<file path="src/rtl/gpioc_pkg.sv">
package gpioc_pkg;
  localparam int unsigned BANK_PINS = 32;
  localparam int unsigned OFF_W     = 9;   // byte offset inside a 0x200 bank window

  localparam logic [OFF_W-1:0] OFF_LVL  = 9'h000;
  localparam logic [OFF_W-1:0] OFF_OUT  = 9'h004;
  localparam logic [OFF_W-1:0] OFF_DRV  = 9'h008;
  localparam logic [OFF_W-1:0] OFF_KIND = 9'h00C;
  localparam logic [OFF_W-1:0] OFF_BOTH = 9'h010;
  localparam logic [OFF_W-1:0] OFF_POL  = 9'h014;
  localparam logic [OFF_W-1:0] OFF_EN   = 9'h018;
  localparam logic [OFF_W-1:0] OFF_RAW  = 9'h01C;
  localparam logic [OFF_W-1:0] OFF_MSK  = 9'h020;
  localparam logic [OFF_W-1:0] OFF_CLR  = 9'h024;
endpackage

</file>
<file path="src/rtl/gpioc_sync.sv">
module gpioc_sync #(
  parameter int unsigned W = 32
) (
  input  logic         clk_i,
  input  logic         rst_ni,
  input  logic [W-1:0] async_i,
  output logic [W-1:0] smp_o,
  output logic [W-1:0] prev_o
);
  logic [W-1:0] meta_q, smp_q, prev_q;

  always_ff @(posedge clk_i or negedge rst_ni) begin
    if (!rst_ni) begin
      meta_q <= '0;
      smp_q  <= '0;
      prev_q <= '0;
    end else begin
      meta_q <= async_i;
      smp_q  <= meta_q;
      prev_q <= smp_q;
    end
  end

  assign smp_o  = smp_q;
  assign prev_o = prev_q;
endmodule

</file>
<file path="src/rtl/gpioc_sense.sv">
module gpioc_sense #(
  parameter int unsigned W = 32
) (
  input  logic         clk_i,
  input  logic         rst_ni,
  input  logic [W-1:0] kind_i,   // 1 = level
  input  logic [W-1:0] both_i,
  input  logic [W-1:0] pol_i,
  input  logic [W-1:0] smp_i,
  input  logic [W-1:0] prev_i,
  input  logic [W-1:0] clr_i,
  output logic [W-1:0] status_o
);
  logic [W-1:0] rise, fall, edge_hit, lvl_hit, set_vec, status_q;

  assign rise     = smp_i & ~prev_i;
  assign fall     = ~smp_i & prev_i;
  assign edge_hit = (both_i & (rise | fall))
                  | (~both_i & pol_i & rise)
                  | (~both_i & ~pol_i & fall);
  assign lvl_hit  = (pol_i & smp_i) | (~pol_i & ~smp_i);
  assign set_vec  = (kind_i & lvl_hit) | (~kind_i & edge_hit);

  always_ff @(posedge clk_i or negedge rst_ni) begin
    if (!rst_ni) status_q <= '0;
    else         status_q <= set_vec | (status_q & ~clr_i);
  end

  assign status_o = status_q;


  new_bit_has_cause_chk: assert property (@(posedge clk_i) disable iff (!rst_ni)
    1'b1 |=> ((status_q & ~$past(status_q) & ~$past(set_vec)) == '0));


  clear_takes_chk: assert property (@(posedge clk_i) disable iff (!rst_ni)
    ((clr_i & ~set_vec) != '0) |=> ((status_q & $past(clr_i & ~set_vec)) == '0));


  hit_beats_clear_chk: assert property (@(posedge clk_i) disable iff (!rst_ni)
    ((clr_i & set_vec) != '0) |=> ((status_q & $past(clr_i & set_vec)) == $past(clr_i & set_vec)));
endmodule

</file>
<file path="src/rtl/gpioc_bank.sv">
module gpioc_bank
  import gpioc_pkg::*;
(
  input  logic                 clk_i,
  input  logic                 rst_ni,
  input  logic                 wr_i,
  input  logic [OFF_W-1:0]     off_i,
  input  logic [BANK_PINS-1:0] wdata_i,
  input  logic [BANK_PINS-1:0] pin_i,
  output logic [BANK_PINS-1:0] rdata_o,
  output logic [BANK_PINS-1:0] out_o,
  output logic [BANK_PINS-1:0] drv_o,
  output logic                 irq_o,
  output logic                 en_any_o
);
  logic [BANK_PINS-1:0] out_q, drv_q, kind_q, both_q, pol_q, en_q;
  logic [BANK_PINS-1:0] smp, prev, clr, raw;

  always_ff @(posedge clk_i or negedge rst_ni) begin
    if (!rst_ni) begin
      out_q  <= '0;
      drv_q  <= '0;
      kind_q <= '0;
      both_q <= '0;
      pol_q  <= '0;
      en_q   <= '0;
    end else if (wr_i) begin
      case (off_i)
        OFF_OUT:  out_q  <= wdata_i;
        OFF_DRV:  drv_q  <= wdata_i;
        OFF_KIND: kind_q <= wdata_i;
        OFF_BOTH: both_q <= wdata_i;
        OFF_POL:  pol_q  <= wdata_i;
        OFF_EN:   en_q   <= wdata_i;
        default:  ;
      endcase
    end
  end

  assign clr = (wr_i && off_i == OFF_CLR) ? wdata_i : '0;

  gpioc_sync #(.W(BANK_PINS)) u_sync (
    .clk_i   (clk_i),
    .rst_ni  (rst_ni),
    .async_i (pin_i),
    .smp_o   (smp),
    .prev_o  (prev)
  );

  gpioc_sense #(.W(BANK_PINS)) u_sense (
    .clk_i    (clk_i),
    .rst_ni   (rst_ni),
    .kind_i   (kind_q),
    .both_i   (both_q),
    .pol_i    (pol_q),
    .smp_i    (smp),
    .prev_i   (prev),
    .clr_i    (clr),
    .status_o (raw)
  );

  always_comb begin
    case (off_i)
      OFF_LVL:  rdata_o = smp;
      OFF_OUT:  rdata_o = out_q;
      OFF_DRV:  rdata_o = drv_q;
      OFF_KIND: rdata_o = kind_q;
      OFF_BOTH: rdata_o = both_q;
      OFF_POL:  rdata_o = pol_q;
      OFF_EN:   rdata_o = en_q;
      OFF_RAW:  rdata_o = raw;
      OFF_MSK:  rdata_o = raw & en_q;
      default:  rdata_o = '0;
    endcase
  end

  assign out_o    = out_q;
  assign drv_o    = drv_q;
  assign irq_o    = |(raw & en_q);
  assign en_any_o = |en_q;


  clear_reads_zero_chk: assert property (@(posedge clk_i) disable iff (!rst_ni)
    (off_i == OFF_CLR) |-> (rdata_o == '0));


  drive_holds_chk: assert property (@(posedge clk_i) disable iff (!rst_ni)
    !(wr_i && off_i == OFF_DRV) |=> $stable(drv_o));
endmodule

</file>
<file path="src/rtl/banked_gpio.sv">
module banked_gpio
  import gpioc_pkg::*;
#(
  parameter int unsigned NUM_BANKS = 2,
  localparam int unsigned NPINS    = NUM_BANKS * BANK_PINS,
  localparam int unsigned BSEL_W   = (NUM_BANKS > 1) ? $clog2(NUM_BANKS) : 1,
  localparam int unsigned ADDR_W   = OFF_W + BSEL_W
) (
  input  logic              clk,
  input  logic              rst_n,
  input  logic              bus_we,
  input  logic [ADDR_W-1:0] bus_addr,
  input  logic [31:0]       bus_wdata,
  output logic [31:0]       bus_rdata,
  input  logic [NPINS-1:0]  pin_in,
  output logic [NPINS-1:0]  pin_out,
  output logic [NPINS-1:0]  pin_oe,
  output logic              irq
);
  logic [BSEL_W-1:0]    bank_sel;
  logic [OFF_W-1:0]     bank_off;
  logic [31:0]          rd_arr [NUM_BANKS];
  logic [NUM_BANKS-1:0] irq_vec, en_vec;

  assign bank_sel = bus_addr[ADDR_W-1:OFF_W];
  assign bank_off = bus_addr[OFF_W-1:0];

  for (genvar b = 0; b < NUM_BANKS; b++) begin : g_bank
    gpioc_bank u_bank (
      .clk_i    (clk),
      .rst_ni   (rst_n),
      .wr_i     (bus_we && bank_sel == BSEL_W'(b)),
      .off_i    (bank_off),
      .wdata_i  (bus_wdata),
      .pin_i    (pin_in[b*BANK_PINS +: BANK_PINS]),
      .rdata_o  (rd_arr[b]),
      .out_o    (pin_out[b*BANK_PINS +: BANK_PINS]),
      .drv_o    (pin_oe[b*BANK_PINS +: BANK_PINS]),
      .irq_o    (irq_vec[b]),
      .en_any_o (en_vec[b])
    );
  end

  always_comb begin
    bus_rdata = '0;
    for (int b = 0; b < NUM_BANKS; b++)
      if (bank_sel == BSEL_W'(b)) bus_rdata = rd_arr[b];
  end

  assign irq = |irq_vec;


  irq_needs_enable_chk: assert property (@(posedge clk) disable iff (!rst_n)
    irq |-> (|en_vec));


  reset_quiet_chk: assert property (@(posedge clk) disable iff (!rst_n)
    $rose(rst_n) |-> (!irq && pin_oe == '0));
endmodule

</file>
<file path="config.mk">
export PLATFORM = sky130hd
export DESIGN_NAME = banked_gpio
export DESIGN_NICKNAME = d
export VERILOG_FILES = /design/src/rtl/gpioc_pkg.sv /design/src/rtl/gpioc_sync.sv /design/src/rtl/gpioc_sense.sv /design/src/rtl/gpioc_bank.sv /design/src/rtl/banked_gpio.sv
export SDC_FILE = /design/constraint.sdc
export NUM_CORES = 1
export LEC_CHECK = 0
export BUFFER_PORTS_ARGS = -buffer_cell sky130_fd_sc_hd__buf_2
export CAP_MARGIN = 10
export CORE_ASPECT_RATIO = 1.5
export CORE_MARGIN = 4
export CORE_UTILIZATION = 41
export CTS_CLUSTER_DIAMETER = 200
export DETAILED_ROUTE_END_ITERATION = 7
export PLACE_DENSITY = 0.64
export SYNTH_ARGS = -nofsm -noshare
export SYNTH_HDL_FRONTEND = slang
export SYNTH_SLANG_ARGS = --single-unit
</file>
<file path="constraint.sdc">
create_clock -name clk -period 3.23 [get_ports clk]
set_input_delay 0.646 -clock clk [delete_from_list [all_inputs] [get_ports clk]]
set_output_delay 0.646 -clock clk [all_outputs]
set_load 0.01 [all_outputs]
</file>
== Yosys cells after proc, flatten, opt, wreduce, memory -nomap -nowiden ==
Cells that the tools add are included.

* Equality and inequality tests: 9
* Reduce and logical (&&, ||, !) cells: 18
* Bitwise logic cells: 51
* Mux-type cells: 5

{| class="wikitable"
|+ Operators with widths
! cell !! count
|-
| 32-bit AND || 26
|-
| 32-bit one-hot mux with 9 select lines || 2
|-
| 32-bit NOT || 12
|-
| 32-bit bitwise OR || 12
|-
| 32-bit 2-to-1 mux || 3
|-
| 64-bit OR reduction || 1
|-
| 9-bit by 5-bit == test with 1-bit output (second input constant) || 4
|-
| 2-bit AND reduction || 12
|-
| 9-bit by 4-bit == test with 1-bit output (second input constant) || 2
|-
| 9-bit by 6-bit == test with 1-bit output (second input constant) || 2
|-
| 9-bit by 3-bit == test with 1-bit output (second input constant) || 1
|-
| 9-bit logical NOT || 1
|-
| 1-bit logical AND || 4
|-
| 1-bit NOT || 1
|}

* Output and inout bits: 161
* Register bits: 640
* Input port bits: 109
* Word-level logic and storage cells: 103

== Logic depth before layout (Yosys ltp) ==
Gate-level depths: netlist of run 1.

* Depth after elaboration: 9
* Mapped depth: 8

== Modules after synthesis ==
A second synthesis of run 1 with hierarchy kept.

* Cell total of the unflattened synthesis: 2553
* Area, all modules: 31918.1 µm²

{| class="wikitable"
|+ Modules (own cells, without submodules)
! module !! instances !! cells each !! area an instance (µm²)
|-
| gpioc_bank || 2 || 777 || 9998.3
|-
| gpioc_sense || 2 || 384 || 3283.1
|-
| gpioc_sync || 2 || 96 || 2402.3
|-
| banked_gpio || 1 || 39 || 550.5
|}

== Least setup slack after synthesis of run 1 ==
No wires, ideal clock.

* Kind: input -> output
* Start: input port bus_addr[3]
* End: output port bus_rdata[1]
* Slack: 0.193 ns
* Path buffers: 4
* Cell stages on the path: 8
* Arrival: 2.391 ns
* Cells stage by stage: buf_2 buf_2 buf_2 buf_2 mux2i_1 o2bb2ai_1 a2111oi_0 a21oi_1

* Word-level cells in the longest chain between the ends: 3
* Elaborated cells on any way between the ends: 12
* Classes of those cells: 8 x eq/ne; 3 x mux; 1 x reduce/logical

{| class="wikitable"
|+ RTL lines
! what !! line !! RTL
|-
| from (decl) || banked_gpio.sv:12 || <nowiki>input logic [ADDR_W-1:0] bus_addr,</nowiki>
|-
| 9-bit by 6-bit == test with 1-bit output (tied with other cells) || gpioc_bank.sv:63 || <nowiki>case (off_i)</nowiki>
|-
| 32-bit one-hot mux with 9 select lines || gpioc_bank.sv:63 ||
|-
| 32-bit 2-to-1 mux (*) || banked_gpio.sv:47 || <nowiki>if (bank_sel == BSEL_W'(b)) bus_rdata = rd_arr[b];</nowiki>
|-
| to (decl) || banked_gpio.sv:14 || <nowiki>output logic [31:0] bus_rdata,</nowiki>
|}

Every way passes the cells marked *; elsewhere a longest branch is shown, timed or not.

== Worst setup path in the final report of run 1 ==
* Start: register g_bank[0].u_bank.u_sense.status_q[9]
* End: output port irq

* Word-level cells in the longest chain between the ends: 2

{| class="wikitable"
|+ RTL lines
! what !! line !! RTL
|-
| from (decl) || gpioc_sense.sv:14 || <nowiki>logic [W-1:0] rise, fall, edge_hit, lvl_hit, set_vec, status_q;</nowiki>
|-
| from (signal assigned) || gpioc_sense.sv:26 || <nowiki>else status_q <= set_vec | (status_q & ~clr_i);</nowiki>
|-
| 32-bit AND || gpioc_bank.sv:79 || <nowiki>assign irq_o = |(raw & en_q);</nowiki>
|-
| 64-bit OR reduction || banked_gpio.sv:50 || <nowiki>assign irq = |irq_vec;</nowiki>
|-
| to (decl) || banked_gpio.sv:18 || <nowiki>output logic irq</nowiki>
|}

Every way passes these cells.

==> results of run 1 <==
## layer usage
metal  up-vias  track usage [%]  routed length, microns
met1     11503             31.3                   39000
met3       270             4.66                    7360
met5         -                0                       0
met2       979             40.1                   48200
met4         0             11.9                    5830
li1       9480                -                       -
## power groups by stage
stage,sequential [uW],combinational (uW),clock [uW]
floorplan,8490,658,0
global placement,8530,1280,0
global route,8430,1560,8250
CTS,8400,1370,7960
detailed placement,8550,1330,0
finish,8400,1430,7780
## cell type report
| type | instances | share of cell area [%] |
|---|---|---|
| sequential | 640 | 42.0 |
| multi-input combinational | 1412 | 37.4 |
| timing repair buffer | 494 | 10.4 |
| clock buffer | 92 | 4.85 |
| tap | 1000 | 3.28 |
| inverter | 130 | 1.28 |
| clock inverter | 26 | 0.862 |
## Yosys cell counts (17+ instances only)
cell / number / area share (%)
a211oi_1: 141 / 3.4
a21oi_1: 26 / 0.42
a221o_1: 65 / 2.1
a22oi_1: 33 / 0.80
a31oi_1: 17 / 0.34
buf_2: 57 / 0.92
clkbuf_1: 60 / 0.73
dfrtp_1: 640 / 52
ha_1: 128 / 5.2
inv_1: 129 / 1.6
mux2_2: 341 / 12
mux2_4: 30 / 1.5
mux2i_1: 31 / 1.0
mux4_2: 90 / 6.6
nand2_1: 134 / 1.6
nand3_1: 20 / 0.32
nor2_1: 28 / 0.34
nor2b_1: 68 / 1.4
o21ai_0: 27 / 0.44
xnor2_1: 64 / 1.8
## final timing paths
check / cells past startpoint / slack, ps / end
worst max register to register: 6 / 1620 / g_bank[0].u_bank.u_sense.status_o[21]$_DFF_PN0_
min in group asynchronous: 2 / 550 / g_bank[0].u_bank.u_sync.prev_o[7]$_DFF_PN0_
worst max-delay path: 6 / -120 / irq
worst min register to register: 0 / 330 / g_bank[1].u_bank.u_sync.smp_o[6]$_DFF_PN0_
worst min-delay path: 1 / 110 / g_bank[1].u_bank.u_sync.meta_q[20]$_DFF_PN0_
max in group asynchronous: 3 / 1730 / g_bank[0].u_bank.u_sync.smp_o[27]$_DFF_PN0_
## stage by stage
| stage | utilization, % | cells |
|---|---|---|
| 2_1_floorplan | - | 2320 |
| 3_3_place_gp | 46.5 | 3624 |
| 3_5_place_dp | 46.5 | 3624 |
| 4_1_cts | 49.9 | 3759 |
| 5_1_grt | 51.0 | 3794 |
| 6_report | 51.0 | 3794 |
## timing repair
item,4_1_cts,5_1_grt
endpoints found under the hold margin,40,0
hold buffers,1,0
setup endpoints to repair,17,28
cloned,1,6
pin swaps,14,35
resized for setup,37,111
buffers inserted,15,30
## placed cells by master (no fill, tap or decap), drive strengths merged, types with 4 or more instances in the layout
cell,synthesis,routed
mux4,90,90
nor2b,68,68
a32o,6,6
mux2,387,387
o22ai,9,9
nand3,20,20
nand2,135,135
nor4,4,4
clkbuf,60,97
o221ai,14,14
dfrtp,640,640
inv,129,137
mux2i,31,31
ha,128,128
a22oi,33,33
nor3,15,15
buf,78,488
a21oi,26,26
a31oi,17,17
clkinv,1,12
a22o,11,11
bufinv,0,4
xnor2,64,64
a221oi,8,8
a221o,65,65
nor2,33,33
o2bb2ai,5,5
nand4,8,8
a311oi,16,16
o21ai,27,27
a2bb2oi,8,8
a211oi,141,141
a32oi,11,11
## cell families (layout without fill, tap and decap cells)
| kind of cell | after synthesis | count (layout) | synth area share [%] |
|---|---|---|---|
| multiplexers | 508 | 508 | 22.0 |
| buffers and inverters | 268 | 742 | 3.71 |
| XOR/XNOR | 64 | 64 | 1.81 |
| AO/OA/AOI/OAI | 411 | 411 | 10.4 |
| adder cells (fa/ha/maj) | 128 | 128 | 5.18 |
| flip-flops | 640 | 640 | 51.8 |
| AND/OR/NAND/NOR | 301 | 301 | 5.04 |
==> key figures, run 1 <==
Floorplan
  – CORE AREA: 74,800 sq um
  – Io pins: 270
  – Die area: 79,900 sq um
  – Die height: 344 microns
  – Die X-Extent: 232 microns
  – Initial Util: 41.3%
  – Core Rows: 123

STA
  – Clock skew: 27.8 ps
  – RSZ-0062 raised after global routing: true
  – Final setup TNS: -394 ps
  – Setup violators final: 9
  – Fmax: 0.298 GHz
  – Tightest Pin Transition: 715 ps
  – Worst slew margin: 51.9%
  – Slew Limit Fails: 0
  – Worst hold slack: 108 ps
  – Crit share post-route: 104%
  – Hold Violations, Final: 0
  – Setup ws final: -122 ps
  – Min cycle time layout: 3350 ps

Power
  – Comb pwr share: 8.1%
  – Pint: 13,200 uW
  – Cell area power density: 462 nW/um^2
  – Sequential Power Share: 47.7%
  – Clk network pwr share: 44.2%
  – Total power: 17,600 uW
  – Switch Pwr: 4380 uW
  – Worst vdd ir: 0.334 mV
  – Sw frac: 24.9%
  – Leakage: 0.0180 uW

Routing
  – Drt drc: 0
  – Routed vias/inst: 5.86
  – Iter 0 DRT Violations: 1,692
  – Via Count: 22,232
  – WL final: 100,000 microns
  – Drt pass-1 iters: 6
  – WL/cell: 26.5 microns
  – Remaining antenna violation count after routing: 0

Logic synthesis
  – Avg Cell Area, Syn: 13.3 sq um
  – Syn Inst Count: 2,320
  – Synthesized area: 30,900 sq um
  – Synth Register Bits: 640
  – Post-synthesis sequential area ratio: 51.8%
  – Synth Flop Type: dfrtp_1
  – Post-Syn Nets: 2,557
  – Ys async rst share: 100%
  – Count of different cell masters after synthesis: 65
  – EDFF count, synth: 0
  – Yosys warns: 0

Cells and area
  – Layout cell share with drive strength beyond 1: 40.9%
  – Area of the multi-input gates: 14,300 sq um
  – Nets: 2,981
  – FILL cells: 6,392
  – Area occupied by registers: 16,000 sq um
  – Area grow syn2layout: 23.5%
  – N_diodes: 0
  – Final instance area: 38,200 sq um

Worst setup path
  – Slowest stage cell, crit path: dfrtp_1
  – Buf/Inv on CP: 1
  – Setup crit end kind: primary output
  – Cell family with most CP delay: simple AND/OR/NAND/NOR gates
  – Critical Path Max Stage Delay: 490 ps
  – Critical path origin: g_bank[0].u_bank.u_sense.status_o[9]$_DFF_PN0_
  – Startpoint Class: flip-flop
  – Crit path required time: 2580 ps
  – Critical path cell sequence: a22o_1 > a221oi_2 > nand4_1 > nor3_2 > nand3_4 > buf_6
  – Critical path fanouts, max: 4
  – CP Class: flip-flop to primary output
  – Worst R2R Start: g_bank[0].u_bank.u_sync.smp_o[21]$_DFF_PN0_
  – CP arrival: 2710 ps

Clock tree
  – CTS tree: built
  – H-tree levels: 3
  – Clk_lat worst skew: 640 ps
  – Clock transition at path regs: 60 ps
  – CTS Sinks: 640
  – Longest Clk Path Bufs: 3
  – Root buffer cell: clkbuf_16
  – Num CTS Buffers: 66

Global routing
  – Remaining Overflow, GRT: 0
  – Initial antenna violation count: 1
  – Vias in the first global route: 23,377
  – Total track usage: 24.5%
  – First-pass GRT wire length: 148,000 microns
  – Largest net degree at the start of global routing: 98

Run
  – Max cap viols: 0

Hold path
  – Worst hold path type: input port to flip-flop
  – Min-Delay Startpoint: pin_in[52]

Run status
  – Status: finished with violations
  – Failing checks: negative setup slack

Placement
  – Routability cong.: 0.867
  – Area after DPL: 34,800 sq um
  – Final HPWL DP: 67,600 microns
  – I/O Buffers: 269
  – Post-place setup slack: -276 ps
(Power assumes the default switching activity.)
==> run 2, diff against run 1 <==
CORE_MARGIN = 2   (was 4)
CTS_CLUSTER_DIAMETER = not set   (was 200)
HOLD_SLACK_MARGIN = 0.12   (was not set)
==> key figures, run 2 (same netlist as run 1, synthesis figures left out) <==
Global routing
  – Initial antenna violation count: 2
  – Remaining Overflow, GRT: 0
  – Total track usage: 25.1%
  – Vias in the first global route: 23,244
  – Largest net degree at the start of global routing: 108
  – First-pass GRT wire length: 148,000 microns

Placement
  – Area after DPL: 34,600 sq um
  – I/O Buffers: 269
  – Final HPWL DP: 67,200 microns
  – Cells after DPL: 3,612
  – Routability cong.: 0.877

Floorplan
  – Die height: 340 microns
  – Die X-Extent: 228 microns
  – Die area: 77,600 sq um
  – CORE AREA: 74,800 sq um
  – Core Rows: 123
  – Io pins: 270
  – Initial Util: 41.3%

Worst setup path
  – CP arrival: 2740 ps
  – CP Class: flip-flop to primary output
  – Critical path fanouts, max: 4
  – Startpoint Class: flip-flop
  – Setup crit end kind: primary output
  – Crit path required time: 2580 ps

Power
  – Sequential Power Share: 47.4%
  – Cell area power density: 467 nW/um^2
  – Worst vdd ir: 0.364 mV
  – Comb pwr share: 7.9%
  – Sw frac: 24.3%
  – Switch Pwr: 4320 uW
  – Total power: 17,800 uW
  – Pint: 13,400 uW
  – Leakage: 0.0179 uW
  – Clk network pwr share: 44.7%

STA
  – Worst slew margin: 56.2%
  – RSZ-0062 raised after global routing: true
  – Setup ws final: -157 ps
  – Slew Limit Fails: 0
  – Crit share post-route: 105%
  – Hold Violations, Final: 0
  – Setup violators final: 6
  – Clock skew: 17.2 ps
  – Tightest Pin Transition: 658 ps
  – Fmax: 0.295 GHz
  – Min cycle time layout: 3390 ps
  – Final setup TNS: -387 ps

Clock tree
  – Clk_lat worst skew: 630 ps
  – Root buffer cell: clkbuf_16
  – CTS Sinks: 640
  – Longest Clk Path Bufs: 3
  – Clock transition at path regs: 60 ps
  – Num CTS Buffers: 66
  – H-tree levels: 3
  – CTS tree: built

Cells and area
  – Commonest non-fill, non-tap cell in the layout: dfrtp_1
  – Layout cell share with drive strength beyond 1: 38.5%
  – Most frequent cells in the layout: 638 x dfrtp_1, 341 x mux2_2, 250 x buf_2
  – Post-layout util: 50.8%
  – Nets: 2,987
  – Post-Layout Cell Count: 3,800
  – FILL cells: 6,458
  – Area grow syn2layout: 23.0%
  – Final instance area: 38,000 sq um

Routing
  – Drt drc: 0
  – Remaining antenna violation count after routing: 0
  – Drt pass-1 iters: 6
  – WL final: 98,300 microns
  – Via Count: 22,267
  – Routed vias/inst: 5.86
  – Iter 0 DRT Violations: 1,879
  – WL/cell: 25.9 microns

Run status
  – Status: finished with violations
  – Failing checks: negative setup slack

Run
  – Max cap viols: 0

Hold path
  – Worst hold path type: input port to flip-flop
## run 2: changes by cell type in the layout (fill, tap and decap cells not counted), moves of 4 or more
cell / delta
o221ai_1: +4
dlygate4sd3_1: +51
buf_12: -5
buf_4: -23
o21ai_1: -7
buf_6: -13
clkbuf_1: -5
o21ai_0: +10
clkbuf_8: +9
## run 2: path summary, 6_finish.rpt
path | start | endpoint | slack [ps] | cells after the start
max reg2reg | g_bank[0].u_bank.u_sync.smp_o[26]$_DFF_PN0_ | g_bank[0].u_bank.u_sense.status_o[26]$_DFF_PN0_ | 1580 | 6
max | g_bank[0].u_bank.u_sense.status_o[22]$_DFF_PN0_ | irq | -160 | 7
min reg2reg | g_bank[1].u_bank.u_sync.meta_q[0]$_DFF_PN0_ | g_bank[1].u_bank.u_sync.smp_o[0]$_DFF_PN0_ | 340 | 0
max in group asynchronous | rst_n | g_bank[1].u_bank.u_sync.smp_o[1]$_DFF_PN0_ | 1580 | 3
min in group asynchronous | rst_n | g_bank[1].u_bank.kind_q[22]$_DFFE_PN0P_ | 560 | 2
min | pin_in[8] | g_bank[0].u_bank.u_sync.meta_q[8]$_DFF_PN0_ | 150 | 1
## run 2: power groups by stage
| stage | Combinational (uW) | Clock [uW] | Sequential (uW) |
|---|---|---|---|
| 2_1_floorplan | 658 | 0 | 8490 |
| 3_3_place_gp | 1260 | 0 | 8540 |
| 3_5_place_dp | 1310 | 0 | 8550 |
| 4_1_cts | 1390 | 8090 | 8410 |
| 5_1_grt | 1540 | 8400 | 8430 |
| 6_report | 1410 | 7940 | 8410 |
## run 2: cell type report
cell class	instances	area [sq um]	area share, %
clock inverter	21	283	0.744
clock buffer	95	1940	5.11
multi-input combinational	1412	14100	37.1
timing repair buffer	500	3940	10.4
tap	1000	1250	3.29
inverter	130	488	1.28
sequential	640	16000	42.1
antenna	2	5.00	0.0132
## run 2: metal layers
metal / track usage (%) / wire [microns]
met1: 31.4 / 38600
met2: 41.9 / 47800
met3: 4.93 / 6820
met4: 12.0 / 5020
met5: 0 / 11
## run 2: worst max-delay path, cell delays in order (launching register included)
cell and delay (ps):
dfrtp_2 440, a22o_4 310, a221oi_4 230, nand4_1 270, nor4_2 400, buf_4 180, nand3_4 120, buf_6 180
## run 2: timing repair
action	in CTS	in global routing
gates resized for setup	34	49
hold buffers	52	0
endpoints found under the hold margin	94	0
cloned	0	4
setup buffers	6	8
pin swaps	4	20
setup endpoints to repair	21	29
## run 2: stage by stage
step	hold slack (ps)	setup slack [ps]
finish	145	-157
detailed placement	335	-197
CTS	121	-80.6
global placement	332	-211
floorplan	331	193
global route	125	-156
